**src/rtl/dt_subcnt_pkg.sv**
```systemverilog
package dt_subcnt_pkg;
  localparam int unsigned CNT_W = 16;

  typedef enum logic [1:0] {
    EV_NONE = 2'd0,
    EV_LOW  = 2'd1,
    EV_HIGH = 2'd2
  } ovf_src_e;
endpackage

```
**src/rtl/dt_range_chk.sv**
```systemverilog
module dt_range_chk #(
  parameter int unsigned W = dt_subcnt_pkg::CNT_W
) (
  input  logic [W-1:0] period_i,
  input  logic [W-1:0] dt0_i,
  input  logic [W-1:0] dt1_i,
  output logic         ok_o
);
  localparam int unsigned SW = W + 2;
  localparam logic [W-1:0] PER_MIN = W'(2);
  localparam logic [W-1:0] PER_MAX = {{(W-1){1'b1}}, 1'b0};

  logic [SW-1:0] hi_x, lo_x, sum_x;
  logic          ratio_ok, span_ok;

  always_comb begin
    hi_x     = (dt0_i > dt1_i) ? SW'(dt0_i) : SW'(dt1_i);
    lo_x     = (dt0_i > dt1_i) ? SW'(dt1_i) : SW'(dt0_i);
    sum_x    = (hi_x << 1) + hi_x + lo_x;
    ratio_ok = sum_x < SW'(period_i);
    span_ok  = (period_i > PER_MIN) && (period_i <= PER_MAX);
    ok_o     = ratio_ok && span_ok;
  end
endmodule

```
**src/rtl/dt_cnt_core.sv**
```systemverilog
module dt_cnt_core
  import dt_subcnt_pkg::*;
#(
  parameter int unsigned W = CNT_W
) (
  input  logic         clk_i,
  input  logic         rst_ni,
  input  logic         en_i,
  input  logic [W-1:0] period_i,
  input  logic [W-1:0] dt0_i,
  input  logic [W-1:0] dt1_i,
  output logic [W-1:0] cnt_o,
  output logic         dir_up_o,
  output ovf_src_e     ovf_src_o
);
  localparam logic [W-1:0] CNT_LIM = {{(W-1){1'b1}}, 1'b0};

  logic [W-1:0] cnt_q, cnt_d, top_w;
  logic         up_q, up_d, en_q;
  ovf_src_e     src;

  assign top_w = period_i - dt1_i;

  always_comb begin
    cnt_d = cnt_q;
    up_d  = up_q;
    src   = EV_NONE;
    if (en_i) begin
      if (!en_q) begin
        cnt_d = dt0_i;
        up_d  = 1'b1;
      end else if (up_q) begin
        if (cnt_q == top_w) begin
          up_d  = 1'b0;
          cnt_d = cnt_q - W'(1);
        end else if (cnt_q >= CNT_LIM) begin
          cnt_d = dt0_i;
          src   = EV_HIGH;
        end else begin
          cnt_d = cnt_q + W'(1);
        end
      end else begin
        if (cnt_q == dt0_i) begin
          up_d  = 1'b1;
          cnt_d = cnt_q + W'(1);
        end else if (cnt_q == '0) begin
          cnt_d = dt0_i;
          up_d  = 1'b1;
          src   = EV_LOW;
        end else begin
          cnt_d = cnt_q - W'(1);
        end
      end
    end
  end

  always_ff @(posedge clk_i or negedge rst_ni) begin
    if (!rst_ni) begin
      cnt_q <= '0;
      up_q  <= 1'b1;
      en_q  <= 1'b0;
    end else begin
      cnt_q <= cnt_d;
      up_q  <= up_d;
      en_q  <= en_i;
    end
  end

  assign cnt_o     = cnt_q;
  assign dir_up_o  = up_q;
  assign ovf_src_o = src;
endmodule

```
**src/rtl/dt_ovf_latch.sv**
```systemverilog
module dt_ovf_latch
  import dt_subcnt_pkg::*;
(
  input  logic     clk_i,
  input  logic     rst_ni,
  input  ovf_src_e src_i,
  input  logic     clr_i,
  output logic     irq_o,
  output logic     flag_o
);
  logic hit, irq_q, flag_q;

  assign hit = (src_i != EV_NONE);

  always_ff @(posedge clk_i or negedge rst_ni) begin
    if (!rst_ni) begin
      irq_q  <= 1'b0;
      flag_q <= 1'b0;
    end else begin
      irq_q <= hit;
      if (hit)        flag_q <= 1'b1;
      else if (clr_i) flag_q <= 1'b0;
    end
  end

  assign irq_o  = irq_q;
  assign flag_o = flag_q;
endmodule

```
**src/rtl/dt_subcnt.sv**
```systemverilog
module dt_subcnt
  import dt_subcnt_pkg::*;
#(
  parameter int unsigned W = CNT_W
) (
  input  logic         clk_i,
  input  logic         rst_ni,
  input  logic         en_i,
  input  logic [W-1:0] period_i,
  input  logic [W-1:0] dt0_i,
  input  logic [W-1:0] dt1_i,
  input  logic         ovf_clr_i,
  output logic [W-1:0] cnt_o,
  output logic         dir_up_o,
  output logic         ovf_irq_o,
  output logic         ovf_flag_o,
  output logic         setting_ok_o
);
  ovf_src_e src;

  dt_range_chk #(.W(W)) u_range (
    .period_i(period_i), .dt0_i(dt0_i), .dt1_i(dt1_i), .ok_o(setting_ok_o)
  );

  dt_cnt_core #(.W(W)) u_core (
    .clk_i(clk_i), .rst_ni(rst_ni), .en_i(en_i),
    .period_i(period_i), .dt0_i(dt0_i), .dt1_i(dt1_i),
    .cnt_o(cnt_o), .dir_up_o(dir_up_o), .ovf_src_o(src)
  );

  dt_ovf_latch u_ovf (
    .clk_i(clk_i), .rst_ni(rst_ni), .src_i(src), .clr_i(ovf_clr_i),
    .irq_o(ovf_irq_o), .flag_o(ovf_flag_o)
  );
endmodule

```
**config.mk**
```make
export PLATFORM = sky130hd
export DESIGN_NAME = dt_subcnt
export DESIGN_NICKNAME = d
export VERILOG_FILES = /design/src/rtl/dt_subcnt_pkg.sv /design/src/rtl/dt_range_chk.sv /design/src/rtl/dt_cnt_core.sv /design/src/rtl/dt_ovf_latch.sv /design/src/rtl/dt_subcnt.sv
export SDC_FILE = /design/constraint.sdc
export NUM_CORES = 1
export LEC_CHECK = 0
export ABC_CLOCK_PERIOD_IN_PS = 6700
export BUFFER_PORTS_ARGS = -buffer_cell sky130_fd_sc_hd__buf_2
export CAP_MARGIN = 5
export CORE_MARGIN = 1
export CORE_UTILIZATION = 45
export DETAILED_ROUTE_END_ITERATION = 8
export SLEW_MARGIN = 5
export SYNTH_ARGS = -nofsm -noshare
export SYNTH_HDL_FRONTEND = slang
export SYNTH_SLANG_ARGS = --single-unit
```
**constraint.sdc**
```tcl
create_clock -name clk_i -period 6.7 [get_ports clk_i]
set_input_delay 0.335 -clock clk_i [delete_from_list [all_inputs] [get_ports clk_i]]
set_output_delay 0.335 -clock clk_i [all_outputs]
set_load 0.03 [all_outputs]
```
==> flow_results.org <==
** Synth
- After synthesis, the cell types taking the most area are ha_1 (14%), mux2i_1 (9.5%), dfrtp_1 (7.9%), xor2_1 (6.0%), fa_1 (5.7%).
- Primary FF master, synth :: dfrtp_1
- Of the total synthesized cell area, the portion taken by full adders, half adders and majority gates is 0.197.
- Count of unique library cells instantiated by Yosys :: 70
- Synth Instances :: 782
- Combinational family with the most area after synthesis :: simple AND/OR/NAND/NOR gates
- The mapped netlist covers 5980 sq um.
- The compound-cell area share of the yosys netlist was 0.198.
- Average footprint of a synthesized cell :: 7.65 sq um
- Yosys warning total :: 0
- Simple-Gate Fraction of Synth Area :: 0.209
- Number of enable flip-flop cells after synthesis :: 0
- Of the post-synthesis cell area, the part taken by muxes is 0.131.
- Post-synthesis sequential element count :: 20
- The biggest area contributor in the post-synthesis netlist is ha_1.
- Synth Area in XOR/XNOR :: 0.107
- Share of the synthesized area in the top cell type :: 0.140
- Net count after synthesis :: 918
- Async set-or-reset flop fraction in the synthesized netlist :: 1.00
- Seq/Total Area, Yosys :: 0.0839

** Clocking
- Clock tree buffer depth :: 2
- Number of H-tree branching levels :: 1
- Clock Root Buffer :: clkbuf_16
- Clock-pin slew on the worst setup and hold paths :: 0.06 ns
- The clock reaches the later pin of the worst-skew pair after 0.26 ns.
- TritonCTS clock tree :: built
- Number of buffers created by CTS :: 3
- The clock drives 20 sinks.

** Power
- Portion of total power attributed to the clock network :: 0.080
- Relative contribution of combinational cells to total power :: 0.774
- IR analysis of the VDD net gives a maximum drop of 0.197 mV.
- Leakage component of the power :: 0.00311 uW
- Of the total power, registers draw 0.145.
- Net switching share of the total power :: 0.508
- Summed over all nets, the switching power comes to 834 uW.
- The internal power of the cells totals 806 uW.
- Power per Cell Area :: 247 nW/um^2

** Timing
- Final critical delay including setup and external delays :: 6.36 ns
- Final hold analysis gives a worst-case slack of 0.0388 ns.
- Setup violators final :: 0
- The final number of hold-violating endpoints was 0.
- For the pin with the worst max-slew slack, the measured transition is 1.09 ns.
- Setup TNS :: 0 ns
- The number of max-slew violations in the final report came to 0.
- Across the routed clock network, the largest skew measured is 0.00330 ns.
- In the finished design, the share of the clock period the worst path needs comes to 0.949.
- Maximum achievable frequency :: 157 MHz
- Worst-case headroom to the max-slew limit :: 0.269

** Detailed routing
- For this run, the detailed router's first-pass iteration total came to 5.
- WL per Instance :: 18.9 um
- Remaining antenna violation count :: 0
- After detailed routing, the number of remaining DRC violations is 0.
- The routed layout has 5944 vias.
- Per-cell via count in the routed design :: 5.95
- For this block, the routed nets add up to 18900 um of wire.
- DRT iter0 DRCs :: 311

** Worst setup path
- In this run the worst setup path terminates at setting_ok_o.
- CP max FO :: 7
- The slowest stage of the critical path belongs to the cell fa_1.
- Startpoint of the most critical setup path :: dt1_i[9]
- The worst setup path is of the in2out kind.
- The worst register-to-register path has a setup slack of 3.28 ns.
- Worst endpoint data arrival time :: 6.02 ns
- Required time of the critical path :: 6.36 ns
- The worst register-to-register path has a depth of 8.
- Critical path startpoint category :: input pin
- Stage delay of the slowest cell on the critical path :: 0.50 ns
- The startpoint identified for the worst register-to-register timing path is u_core.cnt_o[12].
- Crit end category :: output port
- Endpoint of the worst register-to-register path :: u_core.cnt_o[14]

** Floorplanning
- The floorplan step defined a die boundary enclosing 13800 sq um.
- The floorplan has 41 rows.
- The floorplan step defined a core boundary enclosing 12800 sq um.
- In this run the count of I/O pins placed on the die edge is 72.
- Vertical die dimension :: 117 um
- The initial utilization of the core area, before any placement, comes to 0.468.
- Die outline width :: 117 um

** Placed design
- Number of cells after detailed placement :: 990
- The count of buffers added on input and output ports is 71.
- After legalization and detailed placement, the total HPWL measured 14900 um.
- Routability-driven placement finished with a final weighted congestion of 0.883.

** Global route
- Antenna violations before repair :: 0
- Overflow left after global routing :: 0
- The number of global-route vias before repair is 5798.
- Global-route wire length before repair :: 30500 um
- Maximum number of pins on one net before global-route repair :: 41
- GRT Util Overall :: 0.288

** Cells and area
- For this run, the post-layout net count is 964.
- The repair_antennas step left the layout with diodes totalling 0.
- The area growth from synthesis to layout is 11.0%.
- Final Non-Filler Cells :: 999
- Share of post-route cells with drive strength above 1 :: 0.174
- The layout has 1299 filler cells.

** Outcome
- The flow ran to the end, and the final reports show no timing, DRC or antenna violations.

** Job
- The tool flagged a number of max-cap violations equal to 0.

** Min path
- Hold WC Path Type :: in2async
## per-stage QoR
stage,instance area (sq um),setup slack (ns),util,power (uW)
floorplan,5980,0.0719,-,1110
global placement,6420,0.00463,0.502,1380
detailed placement,6420,-0.168,0.502,1420
CTS,6560,0.0446,0.513,1570
global route,6640,-0.00447,0.520,1800
finish,6640,0.342,0.520,1640
## layout make-up
| type | count | area (sq um) | area share |
|---|---|---|---|
| flip-flops and latches | 20 | 502 | 0.0756 |
| repair buffers | 88 | 510 | 0.0769 |
| clock buffers | 4 | 78.8 | 0.0119 |
| inverters | 55 | 206 | 0.0311 |
| well taps | 172 | 215 | 0.0324 |
| multi-input cells | 660 | 5120 | 0.772 |
## how the worst min path moves through the flow
stage	startpoint	slack [ns]	endpoint	depth (start not counted)
after global placement	rst_ni	0.32	u_core.cnt_o[4]	1
after global routing	rst_ni	0.08	u_core.cnt_o[4]	1
after floorplan	rst_ni	0.04	u_core.cnt_o[0]	0
after detailed placement	rst_ni	0.33	u_core.cnt_o[4]	1
final	rst_ni	0.04	u_core.cnt_o[4]	1
after CTS	rst_ni	0.05	u_core.cnt_o[4]	1
## critical path: cells and delay by family
family,cells,cell delay (ns)
muxes,1,0.08
and+or+nand+nor,5,0.78
xor gates and xnor gates,1,0.08
AOI/OAI and AO/OA,13,2.34
adders and majority gates,5,1.60
buffers and inverters,7,0.81
## power by group through the flow
stage	Sequential (uW)	Combinational, uW	Clock [uW]
floorplan	201	909	0
detailed placement	239	1180	0
CTS	237	1200	134
global route	247	1420	136
global placement	236	1140	0
finish	238	1270	131
## cell families after synthesis
kind of cell,Yosys count
multiplexers,76
AND/OR/NAND/NOR,243
adder cells (fa/ha/maj),84
AO/OA/AOI/OAI,184
buffers and inverters,102
XOR/XNOR,73
flip-flops,20
## metal layers
metal / vias up / share of wire / track usage
met5: - / 0 / 0
li1: 2888 / - / -
met3: 27 / 0.031 / 0.0129
met2: 146 / 0.49 / 0.505
met4: 0 / 0.022 / 0.0785
met1: 2883 / 0.45 / 0.385
## synth_stat cells (all sizes together), types with 18 or more instances
cell type  number
mux2           19
xor2           41
mux2i          57
ha             67
nand4          18
o21ai          62
buf            19
inv            55
a21oi          42
xnor2          32
clkbuf         27
dfrtp          19
nand2          63
nor2           50
## registers in the layout, summed over array words and instances, names as in the netlist
name	cells
u_ovf.irq_o	1
u_ovf.flag_o	1
u_core.cnt_o	16
u_core.en_q	1
u_core.dir_up_o	1
## placed cells by master (no fill, tap or decap), types with 15 or more instances in the layout
master,netlist,routed
buf_4,3,16
fa_1,17,15
a21oi_1,41,39
mux2_2,19,19
buf_2,9,70
xnor2_1,32,32
dfrtp_1,19,19
nand2_1,63,63
nand4_1,17,17
inv_1,55,54
ha_1,67,65
o21ai_0,53,47
mux2i_1,57,57
nor2_1,50,50
nand3_1,17,17
xor2_1,41,41
## timing repair
action,4_1_cts,5_1_grt
buffers inserted,3,2
setup endpoints to repair,1,1
pin swaps,2,8
gates resized for setup,6,19
hold buffers,0,0
(Power assumes the default switching activity.)
